[config.mk]
export PLATFORM = sky130hd
export DESIGN_NAME = cmpl_ring_writer
export DESIGN_NICKNAME = d
export VERILOG_FILES = /design/src/rtl/cmpl_ring_pkg.sv /design/src/rtl/ring_ptr.sv /design/src/rtl/pass_counter.sv /design/src/rtl/entry_sequencer.sv /design/src/rtl/cmpl_ring_writer.sv
export SDC_FILE = /design/constraint.sdc
export NUM_CORES = 1
export LEC_CHECK = 0
export BUFFER_PORTS_ARGS = -buffer_cell sky130_fd_sc_hd__clkbuf_2
export CAP_MARGIN = 15
export CORE_MARGIN = 10
export CORE_UTILIZATION = 48
export DETAILED_ROUTE_END_ITERATION = 10
export PLACE_DENSITY = 0.77
export SYNTH_ARGS = -nofsm -noshare
export SYNTH_HDL_FRONTEND = slang
export SYNTH_HIERARCHICAL = 1
export SYNTH_SLANG_ARGS = --single-unit
[constraint.sdc]
create_clock -name clk -period 2.7 [get_ports clk]
set_clock_uncertainty 0.1 [all_clocks]
set_input_delay 0.81 -clock clk [delete_from_list [all_inputs] [get_ports clk]]
set_output_delay 0.81 -clock clk [all_outputs]
set_load 0.02 [all_outputs]
[src/rtl/cmpl_ring_pkg.sv]
package cmpl_ring_pkg;
  // word that carries the internal-error flag in its top bit
  localparam int ERR_WORD = 2;
  // word whose top bits carry the pass stamp or the error code
  localparam int TAG_WORD = 7;
endpackage

[src/rtl/ring_ptr.sv]
module ring_ptr #(
  parameter int IDX_W = 3
) (
  input  logic             clk,
  input  logic             rst_n,
  input  logic             advance,
  input  logic [IDX_W-1:0] tail,
  output logic [IDX_W-1:0] head,
  output logic             full
);
  function automatic logic [IDX_W-1:0] next_idx(input logic [IDX_W-1:0] i);
    return i + IDX_W'(1);
  endfunction

  logic [IDX_W-1:0] head_q;

  always_ff @(posedge clk) begin
    if (!rst_n)       head_q <= '0;
    else if (advance) head_q <= next_idx(head_q);
  end

  assign head = head_q;
  assign full = (next_idx(head_q) == tail);

  AST_HEAD_STEP: assert property (@(posedge clk) disable iff (!rst_n)
    advance |=> head == IDX_W'($past(head) + IDX_W'(1)));
  AST_HEAD_HOLD: assert property (@(posedge clk) disable iff (!rst_n)
    !advance |=> $stable(head));
endmodule

[src/rtl/pass_counter.sv]
module pass_counter #(
  parameter int IDX_W  = 3,
  parameter int PASS_W = 4
) (
  input  logic              clk,
  input  logic              rst_n,
  input  logic              advance,
  input  logic [IDX_W-1:0]  head,
  output logic [PASS_W-1:0] pass
);
  logic              wrap_evt;
  logic [PASS_W-1:0] pass_q;

  assign wrap_evt = advance && (&head);

  always_ff @(posedge clk) begin
    if (!rst_n)        pass_q <= '0;
    else if (wrap_evt) pass_q <= pass_q + PASS_W'(1);
  end

  assign pass = pass_q;

  AST_PASS_STEP: assert property (@(posedge clk) disable iff (!rst_n)
    wrap_evt |=> pass[0] != $past(pass[0]));
  AST_PASS_HOLD: assert property (@(posedge clk) disable iff (!rst_n)
    !wrap_evt |=> $stable(pass));
endmodule

[src/rtl/entry_sequencer.sv]
module entry_sequencer #(
  parameter int ENTRY_WORDS = 8
) (
  input  logic                           clk,
  input  logic                           rst_n,
  input  logic                           start,
  output logic                           busy,
  output logic [$clog2(ENTRY_WORDS)-1:0] widx,
  output logic                           last
);
  localparam int WIDX_W = $clog2(ENTRY_WORDS);
  localparam logic [WIDX_W-1:0] FINAL_W = WIDX_W'(ENTRY_WORDS - 1);

  logic              busy_q;
  logic [WIDX_W-1:0] cnt_q;

  always_ff @(posedge clk) begin
    if (!rst_n) begin
      busy_q <= 1'b0;
      cnt_q  <= '0;
    end else if (start) begin
      busy_q <= 1'b1;
      cnt_q  <= '0;
    end else if (busy_q) begin
      if (cnt_q == FINAL_W) busy_q <= 1'b0;
      else                  cnt_q  <= cnt_q + WIDX_W'(1);
    end
  end

  assign busy = busy_q;
  assign widx = cnt_q;
  assign last = busy_q && (cnt_q == FINAL_W);

  AST_SEQ_ORDER: assert property (@(posedge clk) disable iff (!rst_n)
    (busy && !last) |=> busy && widx == WIDX_W'($past(widx) + WIDX_W'(1)));
  AST_SEQ_START_IDLE: assert property (@(posedge clk) disable iff (!rst_n)
    start |-> !busy);
endmodule

[src/rtl/cmpl_ring_writer.sv]
module cmpl_ring_writer
  import cmpl_ring_pkg::*;
#(
  parameter int MAIN_IDX_W  = 3,
  parameter int ERR_IDX_W   = 2,
  parameter int WORD_W      = 32,
  parameter int ENTRY_WORDS = 8,
  parameter int PASS_W      = 4
) (
  input  logic                                          clk,
  input  logic                                          rst_n,
  input  logic                                          in_valid,
  output logic                                          in_ready,
  input  logic [WORD_W*ENTRY_WORDS-1:0]                 in_entry,
  input  logic [PASS_W-1:0]                             in_err_code,
  input  logic [MAIN_IDX_W-1:0]                         main_tail,
  output logic [MAIN_IDX_W-1:0]                         main_head,
  output logic                                          main_wr_en,
  output logic [MAIN_IDX_W+$clog2(ENTRY_WORDS)-1:0]     main_wr_addr,
  output logic [WORD_W-1:0]                             main_wr_data,
  input  logic [ERR_IDX_W-1:0]                          err_tail,
  output logic [ERR_IDX_W-1:0]                          err_head,
  output logic                                          err_wr_en,
  output logic [ERR_IDX_W+$clog2(ENTRY_WORDS)-1:0]      err_wr_addr,
  output logic [WORD_W-1:0]                             err_wr_data
);
  localparam int WIDX_W     = $clog2(ENTRY_WORDS);
  localparam int ENTRY_BITS = WORD_W * ENTRY_WORDS;
  localparam int FLAG_POS   = ERR_WORD * WORD_W + WORD_W - 1;
  localparam logic [WIDX_W-1:0] TAG_IDX = WIDX_W'(TAG_WORD);

  function automatic logic [PASS_W-1:0] stamp_of(input logic [PASS_W-1:0] p);
    return p + PASS_W'(1);
  endfunction

  logic                  busy, last;
  logic [WIDX_W-1:0]     widx;
  logic                  main_full, err_full;
  logic [PASS_W-1:0]     main_pass;
  logic                  in_is_err, accept;
  logic                  main_adv, err_adv;
  logic [ENTRY_BITS-1:0] ent_q;
  logic                  is_err_q;
  logic [PASS_W-1:0]     tag_q;
  logic [WORD_W-1:0]     cur_word;

  assign in_is_err = in_entry[FLAG_POS];
  assign in_ready  = !busy && (in_is_err ? !err_full : !main_full);
  assign accept    = in_valid && in_ready;

  always_ff @(posedge clk) begin
    if (!rst_n) begin
      ent_q    <= '0;
      is_err_q <= 1'b0;
      tag_q    <= '0;
    end else if (accept) begin
      ent_q    <= in_entry;
      is_err_q <= in_is_err;
      tag_q    <= in_is_err ? in_err_code : stamp_of(main_pass);
    end
  end

  entry_sequencer #(.ENTRY_WORDS(ENTRY_WORDS)) seq_i (
    .clk(clk), .rst_n(rst_n), .start(accept),
    .busy(busy), .widx(widx), .last(last)
  );

  assign main_adv = last && !is_err_q;
  assign err_adv  = last && is_err_q;

  ring_ptr #(.IDX_W(MAIN_IDX_W)) main_ptr_i (
    .clk(clk), .rst_n(rst_n), .advance(main_adv), .tail(main_tail),
    .head(main_head), .full(main_full)
  );

  ring_ptr #(.IDX_W(ERR_IDX_W)) err_ptr_i (
    .clk(clk), .rst_n(rst_n), .advance(err_adv), .tail(err_tail),
    .head(err_head), .full(err_full)
  );

  pass_counter #(.IDX_W(MAIN_IDX_W), .PASS_W(PASS_W)) pass_i (
    .clk(clk), .rst_n(rst_n), .advance(main_adv), .head(main_head),
    .pass(main_pass)
  );

  always_comb begin
    cur_word = ent_q[widx*WORD_W +: WORD_W];
    if (widx == TAG_IDX) cur_word[WORD_W-1 -: PASS_W] = tag_q;
  end

  assign main_wr_en   = busy && !is_err_q;
  assign err_wr_en    = busy && is_err_q;
  assign main_wr_addr = {main_head, widx};
  assign err_wr_addr  = {err_head, widx};
  assign main_wr_data = cur_word;
  assign err_wr_data  = cur_word;

  AST_ACCEPT_WRITES: assert property (@(posedge clk) disable iff (!rst_n)
    accept |=> (main_wr_en != err_wr_en) && widx == '0);
  AST_ERR_SPARES_MAIN: assert property (@(posedge clk) disable iff (!rst_n)
    err_wr_en |=> $stable(main_head));
  AST_BUSY_BLOCKS: assert property (@(posedge clk) disable iff (!rst_n)
    (main_wr_en || err_wr_en) |-> !in_ready);
endmodule

==> results_dict.tcl <==
set metrics [dict create \
    intPower_w 0.00744 \
    slew_viol_final 0 \
    track_usage_pct 24.9 \
    gp_congestion 0.857 \
    htreeDepth 1 \
    ys_seq_area_share_pct 42.7 \
    numCtsBuffers 29 \
    rrSetupSlack_ps 190 \
    fin_cells 2001 \
    slew_headroom_pct 60.9 \
    grt_pass1_wl_um 67200 \
    via_per_inst 6.06 \
    detail_route.drc_violations 0 \
    power_frac_comb_pct 18.8 \
    rows 59 \
    cts_sinks 269 \
    fin_crit_sh_pct 119 \
    fin_ws_ps -518 \
    synthArstFlopShare_pct 0 \
    synth_edf_count 0 \
    violations "setup timing" \
    max_freq_mhz 311 \
    register_area_um2 5400 \
    start_util_pct 48.5 \
    core-area_um2 26000 \
    power-per-cell-area_nw_per_um2 623 \
    outcome "finished, violations left" \
    cts-root-buf "clkbuf_16" \
    avgSynthCellArea_um2 9.01 \
    firstDrtPassIters 5 \
    power.leakage_nw 6.42 \
    syn2layout_area_growth_pct 29.9 \
    finalCriticalPeriod_ps 3220 \
    clkTransAtPathRegs_ps 60 \
    switching_power_w 0.00276 \
    synth_warnings 6 \
    num-nets-final 1908 \
    tightest_slew_ps 587 \
    critPathLaunchType "flop" \
    finalPower_w 0.0102 \
    max-cap-violations 0 \
    clockBufferDepth 3 \
    synth_seq_cells 269 \
    dieArea_um2 33200 \
    max_stage_delay_ps 580 \
    overflow 0 \
    post-place-ws_ps -105 \
    syn-cell-area_um2 12600 \
    worstPathRequired_ps 1790 \
    drive_above_1_share_pct 34.2 \
    ios 351 \
    io_buffers 346 \
    hold_path.class "reg -> reg" \
    antenna_found_initial 15 \
    dp_hpwl_um 30200 \
    path_max_fanout 8 \
    multi_input_area_um2 6390 \
    cp_slowest_cell "mux4_2" \
    drtIter0Drc 1218 \
    path_common_cell "buf_12" \
    synthFlopType "dfxtp_1" \
    post_drt_wl_per_cell_um 22.5 \
    swShare_pct 27.0 \
    clk_latency_ps 530 \
    grt_start_max_net_pins 93 \
    antenna_left 0 \
    rsz0062_at_grt "yes" \
    syn_nets 1672 \
    irDropWorstVdd_mv 0.432 \
    ys_types 43 \
    die_x_um 182 \
    seqPwrFrac_pct 42.6 \
    placedCellCount 1923 \
    cts_tree "built" \
    crit_chain "buf_12, buf_12, mux4_2, mux2_4, buf_8" \
    grt_pass1_vias 12000 \
    num_vias 12100 \
    routed_wl_um 45000 \
    path_class "reg -> out" \
    p_clk_share_pct 38.6 \
    fp.dieH_um 182 \
    hold_viol 0 \
    hold_ws_ps 372 \
    setup_viol 65 \
    synth_cells 1399 \
    fillers 2098 \
    end_kind "primary output" \
    critical_path_arrival_ps 2310 \
    hold_buffers 0 \
]
==> power groups by stage <==
stage               clock network (W)  logic (W)  registers [W]
floorplan                           0    0.00109        0.00438
global placement                    0    0.00161        0.00441
detailed placement                  0    0.00163        0.00443
CTS                           0.00399    0.00178        0.00434
global route                  0.00414    0.00207        0.00437
finish                        0.00394    0.00192        0.00435
==> flip-flops by register name (all words and copies together), names as in the netlist <==
register	count
ent_q	252
err_ptr_i/head	2
main_ptr_i/head	3
pass_i/pass	4
seq_i/busy	1
seq_i/widx	3
tag_q	4
==> area by class of cell <==
class                           count  area share (%)
Multi-Input combinational cell    927            39.0
Sequential cell                   269            33.0
Timing Repair Buffer              405            19.4
Clock buffer                       40            5.06
Tap cell                          335            2.56
Clock inverter                     10           0.695
Antenna cell                       12           0.183
Inverter                            3           0.115
==> logic make-up after synthesis <==
| kind of cell | Yosys count | share of synthesized area (%) |
|---|---|---|
| compound gates | 523 | 21.0 |
| xor+xnor | 9 | 0.744 |
| fa+ha+maj | 5 | 0.496 |
| buf+inv | 203 | 8.16 |
| flops | 269 | 42.7 |
| mux | 105 | 15.1 |
| simple gates | 285 | 11.7 |
==> layout by cell type (no fill, tap or decap), types with 7 or more instances in the layout <==
master and count:
buf_8 27, mux2_4 32, o21ai_0 250, diode_2 12, clkbuf_2 281, mux2i_1 7, nand3_1 254, dfxtp_1 263
a21oi_1 256, buf_12 27, mux4_2 64, buf_6 37, buf_4 23, clkbuf_16 32
==> routing by layer <==
metal / share of wire, % / GRT usage, %
met1: 38 / 29.0
met4: 4.8 / 11.9
met5: 0.062 / 0
met3: 8.1 / 6.23
met2: 49 / 42.2
==> final timing paths <==
| kind | start | endpoint | depth (start not counted) |
|---|---|---|---|
| worst min-delay path | ent_q[79]$_SDFFE_PN0P_ | ent_q[79]$_SDFFE_PN0P_ | 2 |
| worst max register to register | seq_i/widx[0]$_SDFFE_PP0P_ | pass_i/pass[3]$_SDFFE_PN0P_ | 10 |
| worst min register to register | ent_q[79]$_SDFFE_PN0P_ | ent_q[79]$_SDFFE_PN0P_ | 2 |
| worst max-delay path | seq_i/widx[0]$_SDFFE_PP0P_ | err_wr_data[29] | 5 |
==> what timing repair did <==
action | in CTS | in global routing
gates cloned | 4 | 2
endpoints found under the setup margin | 65 | 65
pin swaps | 3 | 3
resized for setup | 87 | 156
setup buffers | 8 | 2
==> critical path: cells and delay by family, from the launching register on <==
kind	cells	cell delay [ps]
multiplexers	2	920
buffers and inverters	3	450
flip-flops	1	400
==> stage by stage <==
step                      area [um2]  setup TNS [ps]  utilization [%]
after global placement         14400            -116             55.6
after floorplan                12600           -33.2                -
final                          16400          -29010             63.1
after global routing           16400          -32120             63.0
after CTS                      16000          -31110             61.4
after detailed placement       14400           -2830             55.6
==> synth_stat cells, drive strengths merged, types with 2 or more instances <==
cell type / number / share of area (%)
nand2b: 3 / 0.15
o21a: 3 / 0.18
nor2b: 6 / 0.36
and3b: 2 / 0.15
ha: 5 / 0.50
and2: 6 / 0.31
mux2i: 8 / 0.73
nand4: 2 / 0.22
nand2: 2 / 0.060
a21oi: 256 / 10
mux4: 64 / 11
clkbuf: 111 / 3.3
a211oi: 2 / 0.12
inv: 2 / 0.060
o22ai: 2 / 0.099
buf: 89 / 4.8
o21ai: 254 / 10
or3: 2 / 0.099
xor2: 4 / 0.28
xnor2: 4 / 0.28
dfxtp: 269 / 43
nor2: 6 / 0.18
mux2: 33 / 3.0
nand3: 254 / 10
a21boi: 4 / 0.24
Note: power is estimated with default switching activity, not from simulation.
